## config.mk

```make
export PLATFORM = sky130hd
export DESIGN_NAME = bsu_unit
export DESIGN_NICKNAME = d
export VERILOG_FILES = /design/src/rtl/bsu_pkg.sv /design/src/rtl/bsu_shift_core.sv /design/src/rtl/bsu_bit_core.sv /design/src/rtl/bsu_flag_merge.sv /design/src/rtl/bsu_unit.sv
export SDC_FILE = /design/constraint.sdc
export NUM_CORES = 1
export LEC_CHECK = 0
export ABC_CLOCK_PERIOD_IN_PS = 890
export BUFFER_PORTS_ARGS = -buffer_cell sky130_fd_sc_hd__buf_2
export CORE_MARGIN = 2
export CORE_UTILIZATION = 47
export DETAILED_ROUTE_END_ITERATION = 16
export PLACE_DENSITY = 0.84
export SLEW_MARGIN = 20
export SYNTH_ARGS = -nofsm -noshare
export SYNTH_HDL_FRONTEND = slang
export SYNTH_SLANG_ARGS = --single-unit
```

## constraint.sdc

```tcl
create_clock -name clk -period 0.89 [get_ports clk]
set_input_delay 0.089 -clock clk [delete_from_list [all_inputs] [get_ports clk]]
set_output_delay 0.089 -clock clk [all_outputs]
set_load 0.1 [all_outputs]
```

## src/rtl/bsu_pkg.sv

```systemverilog
package bsu_pkg;
  localparam int FLAG_W = 8;
  localparam int FLG_Z = 7;
  localparam int FLG_N = 6;
  localparam int FLG_H = 5;
  localparam int FLG_C = 4;
  localparam logic [FLAG_W-1:0] FLAG_MASK = 8'hF0;

  typedef enum logic [3:0] {
    OP_ROTL   = 4'd0,
    OP_ROTL_C = 4'd1,
    OP_ROTR   = 4'd2,
    OP_ROTR_C = 4'd3,
    OP_SHL_A  = 4'd4,
    OP_SHR_A  = 4'd5,
    OP_SHR_L  = 4'd6,
    OP_NIBSW  = 4'd7,
    OP_TEST   = 4'd8,
    OP_SETB   = 4'd9,
    OP_CLRB   = 4'd10
  } bsu_op_e;
endpackage

```

## src/rtl/bsu_shift_core.sv

```systemverilog
module bsu_shift_core
  import bsu_pkg::*;
#(
  parameter int DATA_W = 8
) (
  input  logic [3:0]        op,
  input  logic [DATA_W-1:0] operand,
  input  logic              carry_in,
  output logic [DATA_W-1:0] result,
  output logic              carry_out
);
  localparam int HALF = DATA_W / 2;
  localparam int MSB  = DATA_W - 1;

  always_comb begin
    result    = operand;
    carry_out = 1'b0;
    case (op)
      OP_ROTL:   begin result = {operand[MSB-1:0], operand[MSB]}; carry_out = operand[MSB]; end
      OP_ROTL_C: begin result = {operand[MSB-1:0], carry_in};     carry_out = operand[MSB]; end
      OP_ROTR:   begin result = {operand[0], operand[MSB:1]};     carry_out = operand[0];   end
      OP_ROTR_C: begin result = {carry_in, operand[MSB:1]};       carry_out = operand[0];   end
      OP_SHL_A:  begin result = {operand[MSB-1:0], 1'b0};         carry_out = operand[MSB]; end
      OP_SHR_A:  begin result = {operand[MSB], operand[MSB:1]};   carry_out = operand[0];   end
      OP_SHR_L:  begin result = {1'b0, operand[MSB:1]};           carry_out = operand[0];   end
      OP_NIBSW:  begin result = {operand[HALF-1:0], operand[MSB:HALF]}; carry_out = 1'b0;   end
      default:   begin result = operand; carry_out = 1'b0; end
    endcase
  end
endmodule

```

## src/rtl/bsu_bit_core.sv

```systemverilog
module bsu_bit_core #(
  parameter int DATA_W = 8,
  parameter int IDX_W  = $clog2(DATA_W)
) (
  input  logic [DATA_W-1:0] operand,
  input  logic [IDX_W-1:0]  bit_idx,
  output logic [DATA_W-1:0] set_res,
  output logic [DATA_W-1:0] clr_res,
  output logic              sel_bit
);
  logic [DATA_W-1:0] sel_mask;

  for (genvar g = 0; g < DATA_W; g++) begin : g_mask
    assign sel_mask[g] = (bit_idx == IDX_W'(g));
  end

  assign set_res = operand | sel_mask;
  assign clr_res = operand & ~sel_mask;
  assign sel_bit = |(operand & sel_mask);
endmodule

```

## src/rtl/bsu_flag_merge.sv

```systemverilog
module bsu_flag_merge
  import bsu_pkg::*;
#(
  parameter int DATA_W = 8
) (
  input  logic [3:0]        op,
  input  logic              short_form,
  input  logic [DATA_W-1:0] shift_res,
  input  logic              shift_cy,
  input  logic              sel_bit,
  input  logic [FLAG_W-1:0] flags_in,
  output logic [FLAG_W-1:0] flags_out,
  output logic              wr_en
);
  logic res_zero;
  logic acc_form;

  assign res_zero = (shift_res == '0);
  assign acc_form = short_form && (op <= 4'(OP_ROTR_C));

  always_comb begin
    flags_out = flags_in & FLAG_MASK;
    wr_en     = 1'b1;
    case (op)
      OP_ROTL, OP_ROTL_C, OP_ROTR, OP_ROTR_C,
      OP_SHL_A, OP_SHR_A, OP_SHR_L, OP_NIBSW: begin
        flags_out        = '0;
        flags_out[FLG_Z] = res_zero && !acc_form;
        flags_out[FLG_C] = shift_cy;
      end
      OP_TEST: begin
        flags_out[FLG_Z] = !sel_bit;
        flags_out[FLG_N] = 1'b0;
        flags_out[FLG_H] = 1'b1;
        wr_en            = 1'b0;
      end
      OP_SETB, OP_CLRB: wr_en = 1'b1;
      default:          wr_en = 1'b0;
    endcase
  end
endmodule

```

## src/rtl/bsu_unit.sv

```systemverilog
module bsu_unit
  import bsu_pkg::*;
#(
  parameter int DATA_W = 8,
  parameter int IDX_W  = $clog2(DATA_W)
) (
  input  logic              clk,
  input  logic              rst_n,
  input  logic              in_valid,
  input  logic [3:0]        in_op,
  input  logic [7:0]        in_operand,
  input  logic [2:0]        in_bit_idx,
  input  logic [7:0]        in_flags,
  input  logic              in_short_form,
  output logic              out_valid,
  output logic [7:0]        out_result,
  output logic              out_wr_en,
  output logic [7:0]        out_flags
);
  // reset synchronizer: asserts at once, releases on the clock
  logic rst_meta_n, rst_sync_n;
  always_ff @(posedge clk or negedge rst_n) begin
    if (!rst_n) begin
      rst_meta_n <= 1'b0;
      rst_sync_n <= 1'b0;
    end else begin
      rst_meta_n <= 1'b1;
      rst_sync_n <= rst_meta_n;
    end
  end

  logic [DATA_W-1:0] shift_res, set_res, clr_res;
  logic              shift_cy, sel_bit;
  logic [FLAG_W-1:0] calc_flags;
  logic              calc_wr;

  bsu_shift_core #(.DATA_W(DATA_W)) u_shift (
    .op(in_op), .operand(in_operand), .carry_in(in_flags[FLG_C]),
    .result(shift_res), .carry_out(shift_cy)
  );

  bsu_bit_core #(.DATA_W(DATA_W), .IDX_W(IDX_W)) u_bits (
    .operand(in_operand), .bit_idx(in_bit_idx),
    .set_res(set_res), .clr_res(clr_res), .sel_bit(sel_bit)
  );

  bsu_flag_merge #(.DATA_W(DATA_W)) u_flags (
    .op(in_op), .short_form(in_short_form), .shift_res(shift_res),
    .shift_cy(shift_cy), .sel_bit(sel_bit), .flags_in(in_flags),
    .flags_out(calc_flags), .wr_en(calc_wr)
  );

  // next-state
  logic [DATA_W-1:0] calc_res;
  logic              res_en;
  logic              nxt_valid;
  logic [DATA_W-1:0] nxt_result;
  logic              nxt_wr;
  logic [FLAG_W-1:0] nxt_flags;

  always_comb begin
    case (in_op)
      OP_SETB: calc_res = set_res;
      OP_CLRB: calc_res = clr_res;
      default: calc_res = shift_res;
    endcase
  end

  assign res_en     = in_valid;
  assign nxt_valid  = in_valid;
  assign nxt_result = calc_res;
  assign nxt_wr     = calc_wr;
  assign nxt_flags  = calc_flags;

  // registers
  always_ff @(posedge clk or negedge rst_sync_n) begin
    if (!rst_sync_n) begin
      out_valid <= 1'b0;
    end else begin
      out_valid <= nxt_valid;
    end
  end

  always_ff @(posedge clk or negedge rst_sync_n) begin
    if (!rst_sync_n) begin
      out_result <= '0;
      out_wr_en  <= 1'b0;
      out_flags  <= '0;
    end else if (res_en) begin
      out_result <= nxt_result;
      out_wr_en  <= nxt_wr;
      out_flags  <= nxt_flags;
    end
  end
endmodule

```

==> impl.org, run 1 <==
** STA
- Endpoint pin with the least setup slack after global-route repair :: out_flags[7]$_DFFE_PN0P_/D
- After the last repair the worst path ends at a sequential cell input.

** Floorplanning
- Die X :: 59.0 µm
- Chip height :: 59.0 µm
- The initial utilization of the core area, before any placement, comes to 50.7%.
- After floorplanning, the core was divided into 19 placement rows.
- Number of I/O pins :: 45

** Synthesis
- The Yosys step of the flow raised 0 warnings.
- By area the synthesized netlist is led by dfrtp_1 (28%), mux2i_1 (13%), mux2_2 (4.0%).
- Mean instance size in the synthesized netlist :: 8.42 µm²
- Number of synthesized flops with an enable pin :: 0
- The mapped netlist covers 0.00142 mm².
- Number of storage elements in the synthesis netlist :: 16
- Number of distinct standard cells referenced by the synthesized netlist :: 50
- Commonest cells in the synthesized netlist :: mux2i_1 (18), dfrtp_1 (16), nand2_1 (14), nor2_1 (12), o21ai_0 (9)
- Cells after synthesis :: 169
- After synthesis, the largest area contributor takes up 28.1% of total cell area.
- Async set-or-reset flop fraction in the synthesized netlist :: 100%
- Most repeated cell in the gate-level netlist after synthesis :: mux2i_1
- The largest total area in the synthesized netlist belongs to dfrtp_1.
- Sequential-to-total area share from yosys stat :: 28.1%
- Prevailing post-synth register cell :: dfrtp_1

** Run status
- The flow did not finish.
- First Error :: [ERROR DPL-0038] Utilization greater than 100%, impossible to legalize
- Exit stage :: 5_1_grt

** Placed design
- Place WS :: -845 ps
- Input and output buffers added on the ports amount to 36.
- Global placer's final weighted congestion :: 1.00
- Summed over all nets, the half-perimeter wirelength after detailed placement is 3900 µm.

** CTS
- Inserted Clock Buffers :: 3
- Root Buffer :: clkbuf_4
- For this design, the sink count on the clock tree is 16.
- No sink is reached through more buffers than the 2 on the longest clock path.
- Number of H-tree branching levels :: 1

** GRT
- Entering global routing, the biggest net connects 15 pins.
-- stage by stage --
| step | std cells | area [µm²] | TNS (ps) | util [%] |
|---|---|---|---|---|
| after floorplan | 172 | 1520 | -2330 | - |
| after global placement | 283 | 2270 | -6080 | 81.0 |
| after detailed placement | 283 | 2270 | -6940 | 81.0 |
| after CTS | 300 | 2690 | -2600 | 95.8 |
-- cells by family after synthesis --
logic type / after synthesis / share of synthesized area (%)
muxes: 23 / 16.6
buffers and inverters: 24 / 9.67
DFF: 16 / 28.1
AOI/OAI and AO/OA: 43 / 21.5
and+or+nand+nor: 60 / 22.3
other: 2 / 0.528
xor gates and xnor gates: 1 / 1.14
-- repair_timing --
action,in CTS
endpoints found under the hold margin,2
setup buffers,12
pin swaps,14
gates resized for setup,58
endpoints found under the setup margin,25
hold buffers,1
cloned,1
==> inputs of run 2 (changes only) <==
--- a/config.mk
+++ b/config.mk
@@ -8,9 +8,9 @@
 export ABC_CLOCK_PERIOD_IN_PS = 890
 export BUFFER_PORTS_ARGS = -buffer_cell sky130_fd_sc_hd__buf_2
 export CORE_MARGIN = 2
-export CORE_UTILIZATION = 47
+export CORE_UTILIZATION = 32
 export DETAILED_ROUTE_END_ITERATION = 16
-export PLACE_DENSITY = 0.84
+export PLACE_DENSITY_LB_ADDON = 0.15
 export SLEW_MARGIN = 20
 export SYNTH_ARGS = -nofsm -noshare
 export SYNTH_HDL_FRONTEND = slang
==> impl.org, run 2 <==
** Cells and area
- Counting flops per register, the top entry is out_result.
- The library cell used most frequently in the layout, excluding fill and tap cells, is buf_4.
- 0 antenna diodes ended up in the layout.
- Layout cell share with drive strength beyond 1 :: 60.4%
- Final core utilization :: 64.6%
- In the final layout, the registers with the most flip-flops are out_result: 8 flops, out_flags: 4 flops.
- The area growth from synthesis to layout is 96.4%.
- Max FFs per register :: 8
- After filler insertion, the fill cell instance count of the layout stands at 355.
- Top library cells by usage in the layout, fill and taps aside :: buf_4 (63), mux2i_1 (17), buf_2 (17), buf_12 (17), nand2_1 (14)
- At the end of the flow, the number of nets in the layout was 298.
- Final Instance Count excl. Fillers :: 322

** Placed design
- In this run, placement finished with an instance count of 303.
- Port Buffer Count :: 36
- Detailed placement finished with a half-perimeter wire length of 3870 µm.
- Routability-driven placement finished with a final weighted congestion of 0.920.

** Synthesis
- Counting flops with an async set or reset pin after synthesis yields a share of 100%.
- Area leader, netlist :: dfrtp_1
- Number of storage elements in the synthesis netlist :: 16
- Cell types with the largest area share after synthesis :: dfrtp_1 (28%), mux2i_1 (13%), mux2_2 (4.0%)
- The mapped netlist covers 0.00142 mm².
- After synthesis, the largest area contributor takes up 28.1% of total cell area.
- Yosys mapped a number of flops with a built-in enable equal to 0.
- Of the synthesized area, sequential elements account for 28.1%.
- Mean instance size in the synthesized netlist :: 8.42 µm²
- Number of distinct standard cells referenced by the synthesized netlist :: 50
- In the synthesized netlist, the cells that appear most often are mux2i_1 (18), dfrtp_1 (16), nand2_1 (14), nor2_1 (12), o21ai_0 (9).
- Yosys warning count :: 0
- In the post-synthesis netlist, the cell with the most instances is mux2i_1.
- Prevailing post-synth register cell :: dfrtp_1
- Synthesis produced a netlist whose cell count is 169.

** Routing
- In the routed design, unresolved DRC markers number 0.
- Using the TritonRoute via totals, the vias-per-cell ratio works out to 5.31.
- Vias post-DR :: 1710
- In the final routed layout, each cell accounts on average for 16.5 µm.
- Final wirelength :: 5330 µm
- First-iteration detailed-routing DRC count :: 78
- Antenna-violating nets left :: 0
- The pre-antenna-repair detailed-routing pass consisted of 4 iterations.

** STA
- Setup violations remaining at the end of the flow were counted as 23.
- The number of hold violations in the final report is 0.
- Number of max-slew violations in the final report :: 0
- Across the routed clock network, the largest skew measured is 3.16 ps.
- Setup total negative slack :: -2370 ps
- Across all setup checks in the final design, the least slack found is -246 ps.
- Fmax :: 880 MHz
- In the finished design, the share of the clock period the worst path needs comes to 128%.
- On the final layout, the worst hold slack is 97.1 ps.
- Post-route minimum period :: 1140 ps
- RSZ-0062 raised after global routing :: yes

** Floorplanning
- Std-Cell Rows :: 24
- Area of the core :: 0.00432 mm²
- The floorplan step defined a die boundary enclosing 0.00499 mm².
- Measured along the x axis, the die boundary spans 70.7 µm.
- From bottom edge to top edge, the die measures 70.7 µm.
- The initial utilization of the core area, before any placement, comes to 32.9%.
- During I/O placement, the number of pins put on the boundary was 45.

** Hold path
- The path class of the tightest hold or removal check is input port to flop.

** GRT
- Total global routing track utilization :: 21.0%
- Remaining Overflow, GRT :: 0
- Global-route wire length before repair :: 8420 µm
- Entering global routing, the biggest net connects 17 pins.
- The number of antenna violations at the first check in global routing was 0.
- Via count of the first global-routing pass :: 1732

** Power
- Psw :: 1.47 mW
- Overall power consumption after layout is estimated at 3.54 mW.
- Of the total power, registers draw 25.6%.
- Cell internal power dissipation :: 2.07 mW
- Combinational share of power :: 55.9%
- Cell leakage power :: 1.29 nW
- Net switching is 41.5% of the power.
- Power per Cell Area :: 1270 mW/mm²
- IR analysis of the VDD net gives a maximum drop of 683 µV.
- Clock network fraction of total power :: 18.5%

** Flow run
- The tool flagged a number of max-cap violations equal to 0.

** CTS
- Number of clock sinks :: 16
- The later pin in the worst-skew pair is clocked with a latency of 250 ps.
- TritonCTS built the clock tree.
- Root Buffer :: clkbuf_8
- In this run the number of H-tree levels came out at 1.
- Counting along the longest clock path gives a buffer depth of 2.
- Clock slew seen by the registers of the worst setup and hold paths :: 70 ps
- TritonCTS created 3 clock buffers.

** Setup path
- Required time at the worst-slack endpoint :: 1070 ps
- Of all nets on the critical path, the largest fanout is 6.
- The setup check on the worst reg-to-reg path leaves a slack of -220 ps.
- Kind of end point of the critical path :: flop
- The worst setup path is of the input port to flop kind.
- Category of the worst setup path launch point :: input port
- STA puts the critical path data arrival time at 1310 ps.

** Run status
- Result of the run :: complete, but fails checks
- Violated checks :: setup timing
-- run 2: final cells by class --
cell class	count	area, µm²	area share, %
clock buffer	4	55.1	1.97
sequential	16	429	15.4
timing repair buffer	110	1090	39.0
tap	52	65.1	2.33
multi-input combinational	132	1110	39.8
inverter	8	42.5	1.52
-- run 2: worst max-delay path, stage by stage --
cell and delay [ps]:
buf_12 120, xnor2_4 160, buf_6 140, nor2_4 180, nand3b_1 160, mux2_4 330
o2bb2ai_2 130
-- run 2: kinds of logic after synthesis --
kind of cell	share of synthesized area [%]
AND/OR/NAND/NOR	22.3
AO/OA/AOI/OAI	21.5
buffers and inverters	9.67
multiplexers	16.6
flip-flops	28.1
other	0.528
XOR/XNOR	1.14
-- run 2: layer usage --
metal	up-vias	global-route usage [%]	share of wire, %
met1	834	25.6	43
li1	816	-	-
met2	50	38.7	51
met3	10	3.42	4.1
met4	0	5.03	1.4
met5	-	0	0
-- run 2: repair_timing --
item | 4_1_cts | 5_1_grt
hold buffers | 1 | 0
pin swaps | 12 | 11
endpoints found under the setup margin | 25 | 24
gates resized for setup | 47 | 12
setup buffers | 4 | 8
hold endpoints to repair | 2 | 0
cloned | 1 | 1
-- run 2: path summary, 6_finish.rpt --
path	start	to	depth (start not counted)
min in group asynchronous	rst_n	rst_meta_n	2
setup / recovery	in_op[0]	out_result[4]	7
hold / removal	in_flags[6]	out_flags[6]	3
setup reg to reg	out_flags[7]	out_flags[7]	4
max in group asynchronous	rst_sync_n	out_flags[4]	1
hold reg to reg	rst_sync_n	out_wr_en	1
-- run 2: power by group through the flow --
stage	combinational [mW]	sequential, mW	clock (mW)
final	1.98	0.905	0.655
after detailed placement	1.71	0.922	0
after CTS	1.88	0.907	0.661
after global routing	2.06	0.914	0.691
after global placement	1.69	0.916	0
after floorplan	0.493	1.42	0
-- run 2: stage by stage --
step           worst slack (ps)  area [µm²]
4_1_cts                    -236        2650
3_5_place_dp               -670        2300
6_report                   -246        2790
2_1_floorplan              -383        1520
3_3_place_gp               -650        2300
5_1_grt                    -264        2790
Note: power is estimated with default switching activity, not from simulation.
==> inputs of run 3 (changes only) <==
--- a/config.mk
+++ b/config.mk
@@ -7,11 +7,12 @@
 export LEC_CHECK = 0
 export ABC_CLOCK_PERIOD_IN_PS = 890
 export BUFFER_PORTS_ARGS = -buffer_cell sky130_fd_sc_hd__buf_2
-export CORE_MARGIN = 2
-export CORE_UTILIZATION = 32
+export CORE_AREA = 2 2 63 65
 export DETAILED_ROUTE_END_ITERATION = 16
+export DIE_AREA = 0 0 65 67
 export PLACE_DENSITY_LB_ADDON = 0.15
 export SLEW_MARGIN = 20
 export SYNTH_ARGS = -nofsm -noshare
 export SYNTH_HDL_FRONTEND = slang
 export SYNTH_SLANG_ARGS = --single-unit
+export TNS_END_PERCENT = 5
==> impl.org, run 3 (same netlist as run 2, synthesis figures left out) <==
** Floorplanning
- Pin placement for this block handled 45 I/O pins.
- Area of the core :: 0.00361 mm²
- The floorplan step set the die height to 67 µm.
- Floorplan die area :: 0.00436 mm²
- Die X :: 65 µm
- The initialized floorplan defines 22 standard-cell rows.
- Once the floorplan was initialized, standard cells occupied 39.5% of the core.

** GRT
- Number of antenna violations at the first check in global routing :: 0
- Met3 GRT Util :: 4.39%
- Total global routing track utilization :: 24.6%
- Remaining Overflow, GRT :: 0
- The first global-routing pass estimated 8120 µm of wire.
- Via count of the first global-routing pass :: 1694
- Global routing used 30.5% of the available met1 tracks.
- Global routing used 43.2% of the available met2 tracks.
- met2 is the most crowded layer.
- Pin count of the biggest net entering global routing :: 18

** Setup path
- Type of the worst setup path :: flop to output port
- Category of the worst setup path launch point :: flop
- Arr. time, crit path :: 1030 ps
- The largest individual stage delay along the critical path comes from the cell dfrtp_4.
- Traced cell by cell, the critical path runs through buf_4 -> buf_12.
- For the worst setup path, the data required time is 800 ps.
- The worst setup path is captured at an output port.
- Broken down by cell family, the worst path's largest delay share belongs to flip-flops.
- Critical path fanouts, max :: 2
- Peak per-stage delay on the critical path :: 480 ps
- Total buffers and inverters traversed by the critical path :: 2

** Placed design
- After detailed placement, the total cell area comes to 0.00224 mm².
- Input and output buffers added on the ports amount to 36.
- Sum of net half-perimeters after detailed placement :: 3910 µm
- Global placer's final weighted congestion :: 0.995

** Cells and area
- Layout-stage area growth over the synthesis result :: 72.4%
- The net count of the finished layout is 284.
- Antenna Cells :: 0
- The largest registers in the layout are out_result: 8 flops, out_flags: 4 flops.
- The library cells used most frequently in the layout, excluding fill and tap cells, are buf_4 (53), buf_2 (19), mux2i_1 (17).
- The library cell used most frequently in the layout, excluding fill and tap cells, is buf_4.
- Ranked by flip-flop count, first place goes to out_result.
- Counting the fill cells in the layout gives 307.
- Across the whole layout, storage elements account for 404 µm².
- The register with the most flip-flops in the layout has 8 of them.
- Final non-filler cell area :: 0.00245 mm²
- Final core utilization :: 68.0%
- In the final layout, the share of cells above drive strength 1 is 50.4%.
- The multi-input combinational cells in the finished layout cover a total of 0.00101 mm².

** Power
- Combinational share of power :: 55.5%
- Share of power burned in registers :: 27.6%
- Cell internal power dissipation :: 1.85 mW
- In this run the power spent charging and discharging nets is 1.38 mW.
- Cell leakage power :: 1.15 nW
- The clock network is responsible for 16.9% of the overall power.
- Switching fraction of total power :: 42.8%
- Power per Cell Area :: 1320 mW/mm²
- Across the VDD grid, the largest voltage drop is 1150 µV.

** Run status
- The final reports fail on setup timing.
- Result of the run :: complete, but fails checks

** CTS
- Number of clock sinks :: 16
- Number of post-CTS setup repair buffers :: 0
- Inserted Clock Buffers :: 3
- Buffers from clock root to sink, at most :: 2
- TritonCTS clock tree :: done
- Root Buffer :: clkbuf_8
- Insertion delay to the later sink of the worst-skew pair :: 250 ps
- Clock slew seen by the registers of the worst setup and hold paths :: 60 ps
- Number of H-tree branching levels :: 1

** STA
- After routing, the total negative slack on setup checks comes to -2220 ps.
- RSZ-0062 raised after global routing :: yes
- Dividing the final minimum period by the clock period gives 126%.
- Hold violation count in the final report :: 0
- Fmax :: 894 MHz
- Final setup slack of the worst path :: -229 ps
- Post-route minimum period :: 1120 ps
- The final-report max-slew violation count is 0.
- Max Clock Skew :: 3.04 ps
- Final setup viols :: 25

** Flow run
- Across the run, the number of max-cap violations was 0.

** Routing
- In the routed layout, each cell is associated on average with a via count of 5.32.
- Across all layers, the routed design uses 1617 vias.
- Total iterations of the first detailed-routing run :: 4
- Routed wire per std cell :: 16.0 µm
- First-iteration detailed-routing DRC count :: 106
- Final wirelength :: 4870 µm
- For this run, design rule violations remaining after detail routing come to 0.
- The count of nets left with antenna violations once routing finished came out at 0.

** Hold path
- Worst min path class :: flop to asynchronous set/reset pin
-- run 3: path summary, 6_finish.rpt --
check / cells past startpoint / start / slack, ps / endpoint
max: 2 / out_flags[7] / -230 / out_flags[7]
min: 0 / rst_sync_n / 100 / out_result[7]
max reg2reg: 4 / out_flags[7] / -220 / out_flags[7]
min reg2reg: 0 / rst_sync_n / 100 / out_result[7]
max in group asynchronous: 1 / rst_sync_n / 380 / out_result[3]
min in group clk: 3 / in_flags[6] / 120 / out_flags[6]
-- run 3: worst reg2reg max path, cell delays in order (launching register included) --
cell and delay [ps]:
dfrtp_4 410, nor2_2 50, a221oi_2 170, o211ai_1 130
o32ai_2 250
-- run 3: layout make-up --
class	count	area share (%)
clock buffer	4	1.84
multi-input combinational	132	41.2
tap	48	2.45
timing repair buffer	96	36.8
inverter	8	1.22
sequential	16	16.5
-- run 3: repair_timing --
| action | in CTS | in global routing |
|---|---|---|
| endpoints found under the hold margin | 2 | 0 |
| gates resized for setup | 25 | 13 |
| endpoints found under the setup margin | 27 | 25 |
| pin swaps | 8 | 3 |
| hold buffers | 1 | 0 |
-- run 3: stage by stage --
stage	hold WS, ps	cells	setup WS (ps)	power [mW]
after detailed placement	-124	299	-706	2.60
after floorplan	-207	172	-385	1.87
after CTS	102	304	-234	3.21
final	101	304	-229	3.23
after global placement	-125	299	-686	2.58
after global routing	118	304	-286	3.38
-- run 3: layer usage --
| metal | part of all wire [%] | up-vias |
|---|---|---|
| li1 | - | 785 |
| met1 | 43 | 758 |
| met2 | 50 | 60 |
| met3 | 4.8 | 14 |
| met4 | 2.1 | 0 |
| met5 | 0 | - |
-- run 3: power by group through the flow --
stage,logic [mW],registers [mW],clock network (mW)
detailed placement,1.69,0.903,0
finish,1.79,0.892,0.547
global placement,1.68,0.900,0
global route,1.88,0.900,0.600
CTS,1.76,0.893,0.561
floorplan,0.475,1.39,0
